File: config.mk
export PLATFORM = sky130hd
export DESIGN_NAME = prq_writer
export DESIGN_NICKNAME = d
export VERILOG_FILES = /design/src/rtl/prq_pkg.sv /design/src/rtl/prq_ring.sv /design/src/rtl/prq_pack.sv /design/src/rtl/prq_screen.sv /design/src/rtl/prq_writer.sv
export SDC_FILE = /design/constraint.sdc
export NUM_CORES = 1
export LEC_CHECK = 0
export ABC_AREA = 1
export BUFFER_PORTS_ARGS = -buffer_cell sky130_fd_sc_hd__buf_2
export CORE_AREA = 2 2 171 173
export CTS_CLUSTER_DIAMETER = 150
export DETAILED_ROUTE_END_ITERATION = 7
export DIE_AREA = 0 0 173 175
export MAX_ROUTING_LAYER = met4
export PLACE_DENSITY = 0.61
export SKIP_LAST_GASP = 1
export SYNTH_ARGS = -nofsm -noshare
export SYNTH_HDL_FRONTEND = slang
export SYNTH_SLANG_ARGS = --single-unit
File: constraint.sdc
create_clock -name clk -period 5.34 [get_ports clk]
set_input_delay 0.534 -clock clk [delete_from_list [all_inputs] [get_ports clk]]
set_output_delay 0.534 -clock clk [all_outputs]
set_load 0.03 [all_outputs]
File: src/rtl/prq_pkg.sv
package prq_pkg;
    localparam int AW       = 64;
    localparam int RID_W    = 16;
    localparam int PASID_W  = 20;
    localparam int PRGI_W   = 9;
    localparam int PQS_W    = 3;
    localparam int LOG_MIN  = 7;
    localparam int OFF_LSB  = 5;
    localparam int IDX_W    = (1 << PQS_W) - 1 + LOG_MIN;
    localparam int OFF_W    = IDX_W + OFF_LSB;
    localparam int PAGE_LSB = 12;
    localparam int PAGE_W   = AW - PAGE_LSB;
    localparam int HALF_W   = 64;
    localparam int DESC_W   = 2 * HALF_W;

    localparam int LO_PRIV_BIT  = 3;
    localparam int LO_RID_LSB   = 16;
    localparam int LO_PASID_LSB = 32;
    localparam int HI_PRGI_LSB  = 3;
    localparam logic [1:0] DESC_TYPE = 2'b01;

    typedef enum logic [2:0] {
        RC_OK     = 3'd0,
        RC_PERM   = 3'd1,
        RC_INVAL  = 3'd2,
        RC_FULL   = 3'd3,
        RC_BUSERR = 3'd4
    } rc_e;

    typedef enum logic {ST_IDLE, ST_WRITE} st_e;

    typedef struct packed {
        logic [RID_W-1:0]   rid;
        logic [PASID_W-1:0] pasid;
        logic               pp;
        logic               priv;
        logic               exe;
        logic               rd;
        logic               wr;
        logic               lpig;
        logic [PRGI_W-1:0]  prgi;
        logic [PAGE_W-1:0]  page;
    } preq_t;

    function automatic logic [IDX_W-1:0] idx_mask(input logic [PQS_W-1:0] pqs);
        logic [31:0] full;
        full = (32'd1 << (32'(pqs) + LOG_MIN)) - 32'd1;
        return full[IDX_W-1:0];
    endfunction
endpackage

File: src/rtl/prq_ring.sv
module prq_ring
    import prq_pkg::*;
(
    input  logic [AW-1:0]    qa_reg,
    input  logic [OFF_W-1:0] head_off,
    input  logic [OFF_W-1:0] tail_off,
    output logic [OFF_W-1:0] next_off,
    output logic             full,
    output logic [AW-1:0]    wr_addr
);
    logic [IDX_W-1:0] tidx, hidx, nidx, mask;

    always_comb begin
        mask     = idx_mask(qa_reg[PQS_W-1:0]);
        tidx     = tail_off[OFF_W-1:OFF_LSB];
        hidx     = head_off[OFF_W-1:OFF_LSB];
        nidx     = (tidx + IDX_W'(1)) & mask;
        full     = (nidx == hidx);
        next_off = {nidx, {OFF_LSB{1'b0}}};
        wr_addr  = {qa_reg[AW-1:PAGE_LSB], {PAGE_LSB{1'b0}}}
                 + AW'({tidx, {OFF_LSB{1'b0}}});
    end
endmodule

File: src/rtl/prq_pack.sv
module prq_pack
    import prq_pkg::*;
(
    input  preq_t             req,
    output logic [DESC_W-1:0] desc
);
    logic [HALF_W-1:0] lo, hi;

    always_comb begin
        lo = '0;
        lo[1:0]                            = DESC_TYPE;
        lo[2]                              = 1'b1;
        lo[LO_PRIV_BIT]                    = req.priv;
        lo[LO_RID_LSB +: RID_W]            = req.rid;
        lo[LO_PASID_LSB +: PASID_W]        = req.pasid;
        hi = '0;
        hi[0]                              = req.rd;
        hi[1]                              = req.wr;
        hi[2]                              = req.lpig;
        hi[HI_PRGI_LSB +: PRGI_W]          = req.prgi;
        hi[HALF_W-1:PAGE_LSB]              = req.page;
        desc = {hi, lo};
    end
endmodule

File: src/rtl/prq_screen.sv
module prq_screen
    import prq_pkg::*;
(
    input  logic  cap_en,
    input  preq_t req,
    input  logic  ctx_pre,
    input  logic  stat_ovf,
    input  logic  full,
    output logic  go,
    output rc_e   code,
    output logic  fault,
    output logic  ovf_hit
);
    always_comb begin
        go      = 1'b0;
        code    = RC_OK;
        fault   = 1'b0;
        ovf_hit = 1'b0;
        if (!cap_en || !req.pp) begin
            code = RC_PERM;
        end else if (req.exe && !req.rd) begin
            code = RC_INVAL;
        end else if (!ctx_pre) begin
            code  = RC_PERM;
            fault = 1'b1;
        end else if (stat_ovf) begin
            code = RC_FULL;
        end else if (full) begin
            code    = RC_FULL;
            ovf_hit = 1'b1;
        end else begin
            go = 1'b1;
        end
    end
endmodule

File: src/rtl/prq_writer.sv
module prq_writer
    import prq_pkg::*;
(
    input  logic              clk,
    input  logic              rst,
    input  logic              cap_en,
    input  logic [AW-1:0]     qa_reg,
    input  logic [OFF_W-1:0]  head_off,
    input  logic [OFF_W-1:0]  tail_off,
    input  logic              stat_pend,
    input  logic              stat_ovf,
    input  logic              req_valid,
    output logic              req_ready,
    input  logic [RID_W-1:0]  req_rid,
    input  logic [PASID_W-1:0] req_pasid,
    input  logic              req_pp,
    input  logic              req_priv,
    input  logic              req_exec,
    input  logic              req_rd,
    input  logic              req_wr,
    input  logic              req_lpig,
    input  logic [PRGI_W-1:0] req_prgi,
    input  logic [PAGE_W-1:0] req_page,
    input  logic              ctx_pre,
    output logic              mw_valid,
    output logic [AW-1:0]     mw_addr,
    output logic [DESC_W-1:0] mw_data,
    input  logic              mw_done,
    input  logic              mw_err,
    output logic              tail_we,
    output logic [OFF_W-1:0]  tail_wdata,
    output logic              pend_set,
    output logic              ovf_set,
    output logic              evt_trig,
    output logic              fault_pre,
    output logic              rsp_valid,
    output logic [2:0]        rsp_code
);
    st_e               state;
    preq_t             req;
    logic [OFF_W-1:0]  next_off, next_q;
    logic              full, go, fault, ovf_hit;
    logic [AW-1:0]     wr_addr;
    logic [DESC_W-1:0] desc;
    rc_e               code;

    assign req = '{rid: req_rid, pasid: req_pasid, pp: req_pp, priv: req_priv,
                   exe: req_exec, rd: req_rd, wr: req_wr, lpig: req_lpig,
                   prgi: req_prgi, page: req_page};

    prq_ring u_ring (
        .qa_reg(qa_reg), .head_off(head_off), .tail_off(tail_off),
        .next_off(next_off), .full(full), .wr_addr(wr_addr)
    );

    prq_pack u_pack (.req(req), .desc(desc));

    prq_screen u_screen (
        .cap_en(cap_en), .req(req), .ctx_pre(ctx_pre), .stat_ovf(stat_ovf),
        .full(full), .go(go), .code(code), .fault(fault), .ovf_hit(ovf_hit)
    );

    assign req_ready = (state == ST_IDLE);

    always_ff @(posedge clk) begin
        if (rst) begin
            state      <= ST_IDLE;
            mw_valid   <= 1'b0;
            mw_addr    <= '0;
            mw_data    <= '0;
            next_q     <= '0;
            tail_we    <= 1'b0;
            tail_wdata <= '0;
            pend_set   <= 1'b0;
            ovf_set    <= 1'b0;
            evt_trig   <= 1'b0;
            fault_pre  <= 1'b0;
            rsp_valid  <= 1'b0;
            rsp_code   <= RC_OK;
        end else begin
            tail_we   <= 1'b0;
            pend_set  <= 1'b0;
            ovf_set   <= 1'b0;
            evt_trig  <= 1'b0;
            fault_pre <= 1'b0;
            rsp_valid <= 1'b0;
            case (state)
                ST_IDLE: if (req_valid) begin
                    if (go) begin
                        state    <= ST_WRITE;
                        mw_valid <= 1'b1;
                        mw_addr  <= wr_addr;
                        mw_data  <= desc;
                        next_q   <= next_off;
                    end else begin
                        rsp_valid <= 1'b1;
                        rsp_code  <= code;
                        fault_pre <= fault;
                        ovf_set   <= ovf_hit;
                        evt_trig  <= ovf_hit && !stat_pend && !stat_ovf;
                    end
                end
                ST_WRITE: if (mw_done) begin
                    state     <= ST_IDLE;
                    mw_valid  <= 1'b0;
                    rsp_valid <= 1'b1;
                    if (mw_err) begin
                        rsp_code <= RC_BUSERR;
                    end else begin
                        rsp_code   <= RC_OK;
                        tail_we    <= 1'b1;
                        tail_wdata <= next_q;
                        pend_set   <= !stat_pend;
                        evt_trig   <= !stat_pend && !stat_ovf;
                    end
                end
                default: state <= ST_IDLE;
            endcase
        end
    end


    busy_no_ready_chk: assert property (@(posedge clk) disable iff (rst)
        mw_valid |-> !req_ready);


    hold_write_chk: assert property (@(posedge clk) disable iff (rst)
        (mw_valid && !mw_done) |=> (mw_valid && $stable(mw_addr) && $stable(mw_data)));


    err_no_tail_chk: assert property (@(posedge clk) disable iff (rst)
        (mw_valid && mw_done && mw_err) |=> (!tail_we && !pend_set && rsp_code == RC_BUSERR));


    pend_quiet_chk: assert property (@(posedge clk) disable iff (rst)
        (mw_valid && mw_done && !mw_err && stat_pend) |=> (!pend_set && !evt_trig));


    ovf_silent_chk: assert property (@(posedge clk) disable iff (rst)
        (req_valid && req_ready && cap_en && req_pp && !(req_exec && !req_rd)
         && ctx_pre && stat_ovf)
        |=> (rsp_code == RC_FULL && !evt_trig && !ovf_set && !fault_pre && !mw_valid));


    fault_code_chk: assert property (@(posedge clk) disable iff (rst)
        fault_pre |-> (rsp_valid && rsp_code == RC_PERM));
endmodule

Word-level counts from Yosys, hierarchy flattened
Index checks and enable logic that the tools add are counted.

cells by class
  bitwise logic cells = 5
  add/subtract/negate cells = 4
  shift operators = 1
  eq/ne operators = 5
  reduce and logical (&&, ||, !) cells = 18
  multiplexer cells = 39

operators by type and width
  operator                                                                  number
  64-bit by 19-bit adder with 64-bit output                                 1
  1-bit by 32-bit left shift with 14-bit output (first input constant)      1
  1-bit two-way mux                                                         25
  3-bit two-way mux                                                         8
  14-bit by 1-bit adder with 14-bit output (second input constant)          1
  14-bit AND                                                                1
  14-bit == test                                                            1
  14-bit by 1-bit subtractor with 14-bit output (second input constant)     1
  3-bit AND reduction                                                       4
  1-bit case mux with 2 select lines                                        4
  4-bit OR reduction                                                        2
  2-bit inequality test (second input constant)                             3
  3-bit case mux with 2 select lines                                        1
  6-bit OR reduction                                                        1
  1-bit zero test                                                           5
  3-bit by 3-bit adder with 4-bit output (second input constant)            1
  1-bit logical AND                                                         4
  1-bit NOT                                                                 4
  3-bit OR reduction                                                        1
  2-bit two-way mux                                                         1
  2-bit by 1-bit inequality test with 1-bit output (second input constant)  1
  1-bit logical OR                                                          1

word-level totals
  bits in registers = 206
  output and inout bits = 222
  input port bits = 214
  word-level logic and storage cells = 85

Longest topological paths before layout
Gate-level depths: netlist (run 1).

  depth after elaboration = 15
  depth in mapped cells = 19
  gate-level depth less buffers = 17

Hierarchy
From an unflattened synthesis (run 1), not the netlist that was laid out.

unflattened totals
  cell total of the unflattened synthesis = 1726
  area, all modules = 12132.9 um2

modules (own cells, without submodules)
  module      area an instance (um2)  cells each  instances
  prq_writer  8267.9                  1054        1
  prq_ring    2801.4                  523         1
  prq_pack    968.4                   130         1
  prq_screen  95.1                    19          1

Worst setup path before layout (run 1)
Ideal clock, no wire load.

  kind = input-to-reg
  from = input port qa_reg[12]
  to = register mw_addr[52]
  slack = 2572 ps
  data required time = 5223 ps
  setup time = 117 ps
  arrival time = 2650 ps
  buffers on the path = 0
  stages on the path = 11
  cell sequence = ha_1 > inv_1 > fa_1 > o31ai_1 > a21oi_2 > nand3b_1 > nor3_2 > nand2_1 > xnor2_1 > nor2_1 > nor2_1

on the way
  cells in the longest elaborated chain, start to end = 1

RTL lines
  item                                       line              text
  start, declared                            prq_writer.sv:7   input logic [AW-1:0] qa_reg,
  64-bit by 19-bit adder with 64-bit output  prq_ring.sv:21    + AW'({tidx, {OFF_LSB{1'b0}}});
  end signal, assigned                       prq_writer.sv:92  mw_addr <= wr_addr;
  end, declared                              prq_writer.sv:26  output logic [AW-1:0] mw_addr,

No other way between the ends.
A chain may end at the register's enable or synchronous reset.

Final worst setup path (run 1)
  from = input port tail_off[12]
  to = register mw_addr[44]

on the way
  cells in the longest elaborated chain, start to end = 9
  elaborated cells on any way between the ends = 10

RTL lines
  item                                      line              text
  start, declared                           prq_writer.sv:9   input logic [OFF_W-1:0] tail_off,
  14-bit by 1-bit adder with 14-bit output  prq_ring.sv:17    nidx = (tidx + IDX_W'(1)) & mask;
  14-bit AND                                prq_ring.sv:17
  14-bit == test                            prq_ring.sv:18    full = (nidx == hidx);
  1-bit two-way mux                         prq_screen.sv:28  end else if (full) begin
  1-bit two-way mux                         prq_screen.sv:26  end else if (stat_ovf) begin
  1-bit two-way mux                         prq_screen.sv:23  end else if (!ctx_pre) begin
  1-bit two-way mux                         prq_screen.sv:21  end else if (req.exe && !req.rd) begin
  1-bit two-way mux                         prq_screen.sv:19  if (!cap_en || !req.pp) begin
  3-bit AND reduction (no line)             --

Several ways; a longest one is shown, not always the timed one.

==> metrics.cfg, run 1 <==
[run_status]
outcome = finished, final reports clean

[synthesis]
synth-compound-area-share_pct = 13.2
synthTopCellsByArea = dfxtp_1 41%, nor2_1 14%, nand2_1 7.7%, o21ai_0 6.3%, inv_1 3.7%
synth_xor_area_share_pct = 4.47
synth_cells = 1401
synthFlopType = dfxtp_1
synthAdderAreaFrac_pct = 1.36
synth_seq_area_share_pct = 40.9
synth_edf_count = 0
ys.warnings.count = 0
ys_seq_elements = 200
synth_area_um2 = 9790
synthSimpleGateAreaFrac_pct = 29.3
muxShareOfSynthArea_pct = 0.102
yosysTopAreaCell = dfxtp_1
ys_types = 45
synth_top_family_by_area = simple AND/OR/NAND/NOR gates
yosysTopAreaCellShare_pct = 40.9
async_flop_share_pct = 0
avgSynthCellArea_um2 = 6.99

[flow_run]
max-cap-violations = 0

[clock_tree]
insertion_delay_ns = 0.44
cts_max_path_buffers = 2
htree_levels = 4
cts.sinks = 200
cts_resized = 0
cts_tree = built
postCtsSetupRepairBufs = 0
hold_buffers = 0
cts_buffers = 17
clk_pin_slew_ns = 0.08
root_buffer = clkbuf_16

[sta]
setup-violations-final = 0
fmax_mhz = 317
hold_violations = 0
fin_crit_ns = 3.16
setup_tns_ns = 0
worst_pin_slew_ns = 0.823
rsz0062_at_grt = no
drv_slew = 0
clock_skew_ns = 0.0159
hold_ws_ns = 0.294
relSlewSlack_pct = 45.2
finalCritPeriodShare_pct = 59.1

[grt]
gr-usage-met1_pct = 25.4
grt_pass1_vias = 9390
use_met3_pct = 4.81
grt.total_usage_pct = 21.5
grt_busiest_layer = met2
grt_pass1_wl_um = 50500
grt_start_max_net_pins = 207
antenna_found_initial = 2
grt_overflow = 0
use_met2_pct = 36.1

[place]
io_buffers = 381
placedCellCount = 2109
dp_hpwl_um = 25100
gp_congestion = 0.951

[min_path]
min_path_cells = 2
min_to = pend_set
hold_start = stat_pend
hp-class = in -> reg

[pwr]
powerDensity_nw_per_um2 = 266
vdd.ir_drop.worst_mv = 0.239
p_total_uw = 3280
p_leak_uw = 0.00630

[route]
wl_per_cell_um = 15.4
firstDrtPassIters = 5
vias = 10100
drc = 0
drt-vias-per-instance = 4.72
wirelength_um = 33000
drtIter0Drc = 666
ant_nets = 0

[die]
die_x_um = 173
die_h_um = 175
rows = 62
io_pins = 436
fp.dieArea_um2 = 30300
initial_core_util_pct = 34.5
core_um2 = 28400

[layout]
fin_cells = 2143
drive_gt1_share_pct = 24.8
syn2layout_area_growth_pct = 26.0
num-nets-final = 1968
final_util_pct = 43.4

[worst_setup_path]
startpoint_type = primary input
r2r_slack_ns = 2.96
r2r_cells = 6
cp.arrival_ns = 3.47
reg2reg_from = state
crit_start = tail_off[12]
crit_fanout = 5
worstSetupPathType = in -> reg
r2r-end = tail_wdata[11]
end_kind = flop
worst_ep_required_time_ns = 5.65

## cells in the mapped netlist (all sizes together), types with 18 or more instances
master,number
clkbuf,27
xnor2,18
o21ai,177
nand2,206
inv,99
nor2,361
nor3,23
xor2,32
nand3,62
nand4,26
buf,70
dfxtp,200
a21oi,57
## worst max-delay path by stage
stage                   to  slack, ns  cells past startpoint
6_report       mw_addr[44]       2.18                     11
4_1_cts        mw_addr[44]       2.30                     11
3_5_place_dp   mw_addr[44]       1.84                     11
2_1_floorplan  mw_addr[52]       2.57                     11
5_1_grt        mw_addr[42]       2.03                     12
3_3_place_gp   mw_addr[44]       1.87                     11
## stage by stage
stage,instance area [um^2],worst slack (ns)
floorplan,9920,2.57
global placement,11700,1.87
detailed placement,11700,1.84
CTS,12300,2.30
global route,12300,2.03
finish,12300,2.18
## power breakdown
group | total [uW] | internal (uW) | switching (uW)
registers | 1530 | 1520 | 11.3
logic | 420 | 135 | 286
clock network | 1340 | 653 | 685
total | 3280 | 2300 | 982
## cell type report
class,instances,area [um^2]
well taps,384,480
fillers,3070,16100
inverters,100,380
repair buffers,386,1970
diodes,2,5.00
clock inverters,14,173
flip-flops and latches,200,4000
multi-input cells,1039,4880
clock buffers,18,439
## worst max-delay path: stages
cell and delay, ns:
buf_2 0.14, ha_1 0.28, inv_1 0.08, fa_1 0.47
o31ai_1 0.67, a21oi_2 0.19, nand3b_1 0.33, nor3_2 0.34
nand4_1 0.12, a21oi_1 0.25, nor2_1 0.06
## cells by family (layout without fill, tap and decap cells)
logic type      count (synthesis)  after routing
fa+ha+maj                      10             10
xor+xnor                       50             50
simple gates                  692            692
buf+inv                       197            518
mux                             1              1
other cells                     2             39
flops                         200            200
compound gates                249            249
## per-layer routing
layer	part of all wire (%)	vias up
met2	48	352
met4	2.7	0
li1	-	5141
met3	6.7	52
met1	43	4560
met5	0	-
## placed cells by master (no fill, tap or decap), drive strengths merged
| master | instances |
|---|---|
| xnor2 | 18 |
| nor3 | 23 |
| nand2 | 206 |
| nand4 | 26 |
| o32ai | 1 |
| nand3b | 2 |
| a21o | 2 |
| fa | 1 |
| dfxtp | 200 |
| ha | 9 |
| a31oi | 1 |
| xor2 | 32 |
| conb | 37 |
| o31ai | 2 |
| mux2i | 1 |
| o21bai | 3 |
| buf | 386 |
| nor4 | 9 |
| nor2 | 361 |
| clkinv | 6 |
| o2111ai | 1 |
| and3 | 1 |
| nand3 | 62 |
| o41ai | 2 |
| clkinvlp | 2 |
| and2 | 1 |
| a21boi | 1 |
| a21oi | 57 |
| clkbuf | 18 |
| o21ai | 177 |
| diode | 2 |
| o21a | 2 |
| inv | 106 |
| or2 | 1 |
## sequential cells by signal (all words and copies together), names as in the netlist, 3 cells and up
| name | cells |
|---|---|
| tail_wdata | 14 |
| mw_addr | 59 |
| rsp_code | 3 |
| mw_data | 102 |
| next_q | 14 |
Note: power is estimated with default switching activity, not from simulation.
==> inputs of run 2 (changes only) <==
--- a/config.mk
+++ b/config.mk
@@ -7,12 +7,12 @@
 export LEC_CHECK = 0
 export ABC_AREA = 1
 export BUFFER_PORTS_ARGS = -buffer_cell sky130_fd_sc_hd__buf_2
-export CORE_AREA = 2 2 171 173
+export CORE_AREA = 2 2 168 170
 export CTS_CLUSTER_DIAMETER = 150
 export DETAILED_ROUTE_END_ITERATION = 7
-export DIE_AREA = 0 0 173 175
+export DIE_AREA = 0 0 170 172
 export MAX_ROUTING_LAYER = met4
-export PLACE_DENSITY = 0.61
+export PLACE_DENSITY = 0.65
 export SKIP_LAST_GASP = 1
 export SYNTH_ARGS = -nofsm -noshare
 export SYNTH_HDL_FRONTEND = slang
==> constraint.sdc (replaced) <==
create_clock -name clk -period 2.9 [get_ports clk]
set_input_delay 0.29 -clock clk [delete_from_list [all_inputs] [get_ports clk]]
set_output_delay 0.29 -clock clk [all_outputs]
set_load 0.03 [all_outputs]
==> metrics.cfg, run 2 (same netlist as run 1, synthesis figures left out) <==
[run_status]
outcome = finished, final reports clean

[worst_setup_path]
max_stage_delay_ns = 0.21
critPathTopFamily = simple AND/OR/NAND/NOR gates
crit_fanout = 30
cp_slowest_cell = o21ai_1
r2r_cells = 6
worst_ep_required_time_ns = 3.26
cp_cell_sequence = buf_2 -> ha_1 -> nand2_1 -> nor2_1 -> nand2_1 -> o21ai_1 -> nand3_1 -> nand2_1 -> nand3_1 -> nor2_1 -> nand2_1 -> nand2_2 -> nor2_8 -> inv_4 -> buf_12 -> buf_4 -> nor2_1 -> nor2_1
cp.arrival_ns = 2.70
end_kind = flop
cp.depth = 18
startpoint_type = primary input
worstSetupPathType = in -> reg
crit_buf_inv = 4

[grt]
grt_pass1_vias = 9388
grt_pass1_wl_um = 49600
grt_start_max_net_pins = 126
grt_overflow = 0
grt.total_usage_pct = 22.4
antenna_found_initial = 1

[clock_tree]
htree_levels = 4
root_buffer = clkbuf_16
cts_max_path_buffers = 2
hold_buffers = 0
insertion_delay_ns = 0.44
cts_resized = 0
cts_tree = built
clk_pin_slew_ns = 0.08
cts.sinks = 200
cts_buffers = 17
postCtsSetupRepairBufs = 0

[layout]
drive_gt1_share_pct = 25.8
most-common-layout-cells = 381 x buf_2, 358 x nor2_1, 201 x nand2_1
top_register = mw_data
largest_reg_flops = 102
syn2layout_area_growth_pct = 27.8
largest_registers = mw_data x102, mw_addr x59
layout_commonest_cell = buf_2
num-nets-final = 1992

[sta]
clock_skew_ns = 0.0160
hold_ws_ns = 0.0460
setup_tns_ns = 0
fin_crit_ns = 2.34
drv_slew = 0
setup-violations-final = 0
hold_violations = 0
relSlewSlack_pct = 55.7
finalCritPeriodShare_pct = 80.7
worst_pin_slew_ns = 0.664
rsz0062_at_grt = no
fmax_mhz = 427

[flow_run]
max-cap-violations = 0

[pwr]
p_leak_uw = 0.00643
powerDensity_nw_per_um2 = 485
vdd.ir_drop.worst_mv = 0.387

[route]
wirelength_um = 33200
wl_per_cell_um = 15.6
vias = 10200
firstDrtPassIters = 5
drc = 0
ant_nets = 0
drtIter0Drc = 641
drt-vias-per-instance = 4.79

[die]
fp.dieArea_um2 = 29200
die_h_um = 172
initial_core_util_pct = 35.6
core_um2 = 27500
io_pins = 436
rows = 61
die_x_um = 170

[min_path]
hp-class = in -> reg
min_path_cells = 2

[place]
dp_hpwl_um = 25900
io_buffers = 381
gp_congestion = 0.934

run 2: report_power, final:
| group | total [uW] | internal, uW | switching [uW] |
|---|---|---|---|
| sequential | 2810 | 2790 | 21.8 |
| combinational | 795 | 264 | 531 |
| clock | 2460 | 1180 | 1280 |
| total | 6070 | 4230 | 1840 |
run 2: worst paths after layout:
kind                    start              to  slack (ns)
setup / recovery  tail_off[6]    mw_data[103]        0.56
hold / removal      stat_pend        pend_set        0.05
setup reg to reg        state   tail_wdata[6]        1.13
hold reg to reg    next_q[14]  tail_wdata[14]        0.44
run 2: worst register-to-register path, stage by stage (launching register included):
cell and delay, ns:
dfxtp_1 0.33, nand2_1 0.14, nor2_1 0.13, clkinv_1 0.43, nor2_1 0.34, inv_1 0.17
o21ai_0 0.16
run 2: stage by stage:
step | cell area (um^2) | util, % | cells | total power (uW) | setup slack, ns
after floorplan | 9920 | - | 1436 | 3380 | 0.376
after global placement | 11900 | 43.3 | 2095 | 3660 | 0.183
after detailed placement | 11900 | 43.3 | 2095 | 3670 | 0.134
after CTS | 12500 | 45.5 | 2127 | 6130 | 0.581
after global routing | 12500 | 45.5 | 2128 | 6320 | 0.258
final | 12500 | 45.5 | 2128 | 6070 | 0.559
run 2: layout make-up:
type | instances | area, um^2
Antenna cell | 1 | 2.50
Clock buffer | 17 | 425
Clock inverter | 15 | 181
Fill cell | 2878 | 15000
Inverter | 100 | 380
Multi-Input combinational cell | 1039 | 4880
Sequential cell | 200 | 4000
Tap cell | 346 | 433
Timing Repair Buffer | 410 | 2200
run 2: routing by layer:
metal	vias up	global-route usage (%)	share of wire, %
li1	5183	-	-
met1	4579	27.4	44
met2	381	37.7	48
met3	50	4.37	6.3
met4	0	6.35	2.2
met5	-	-	0
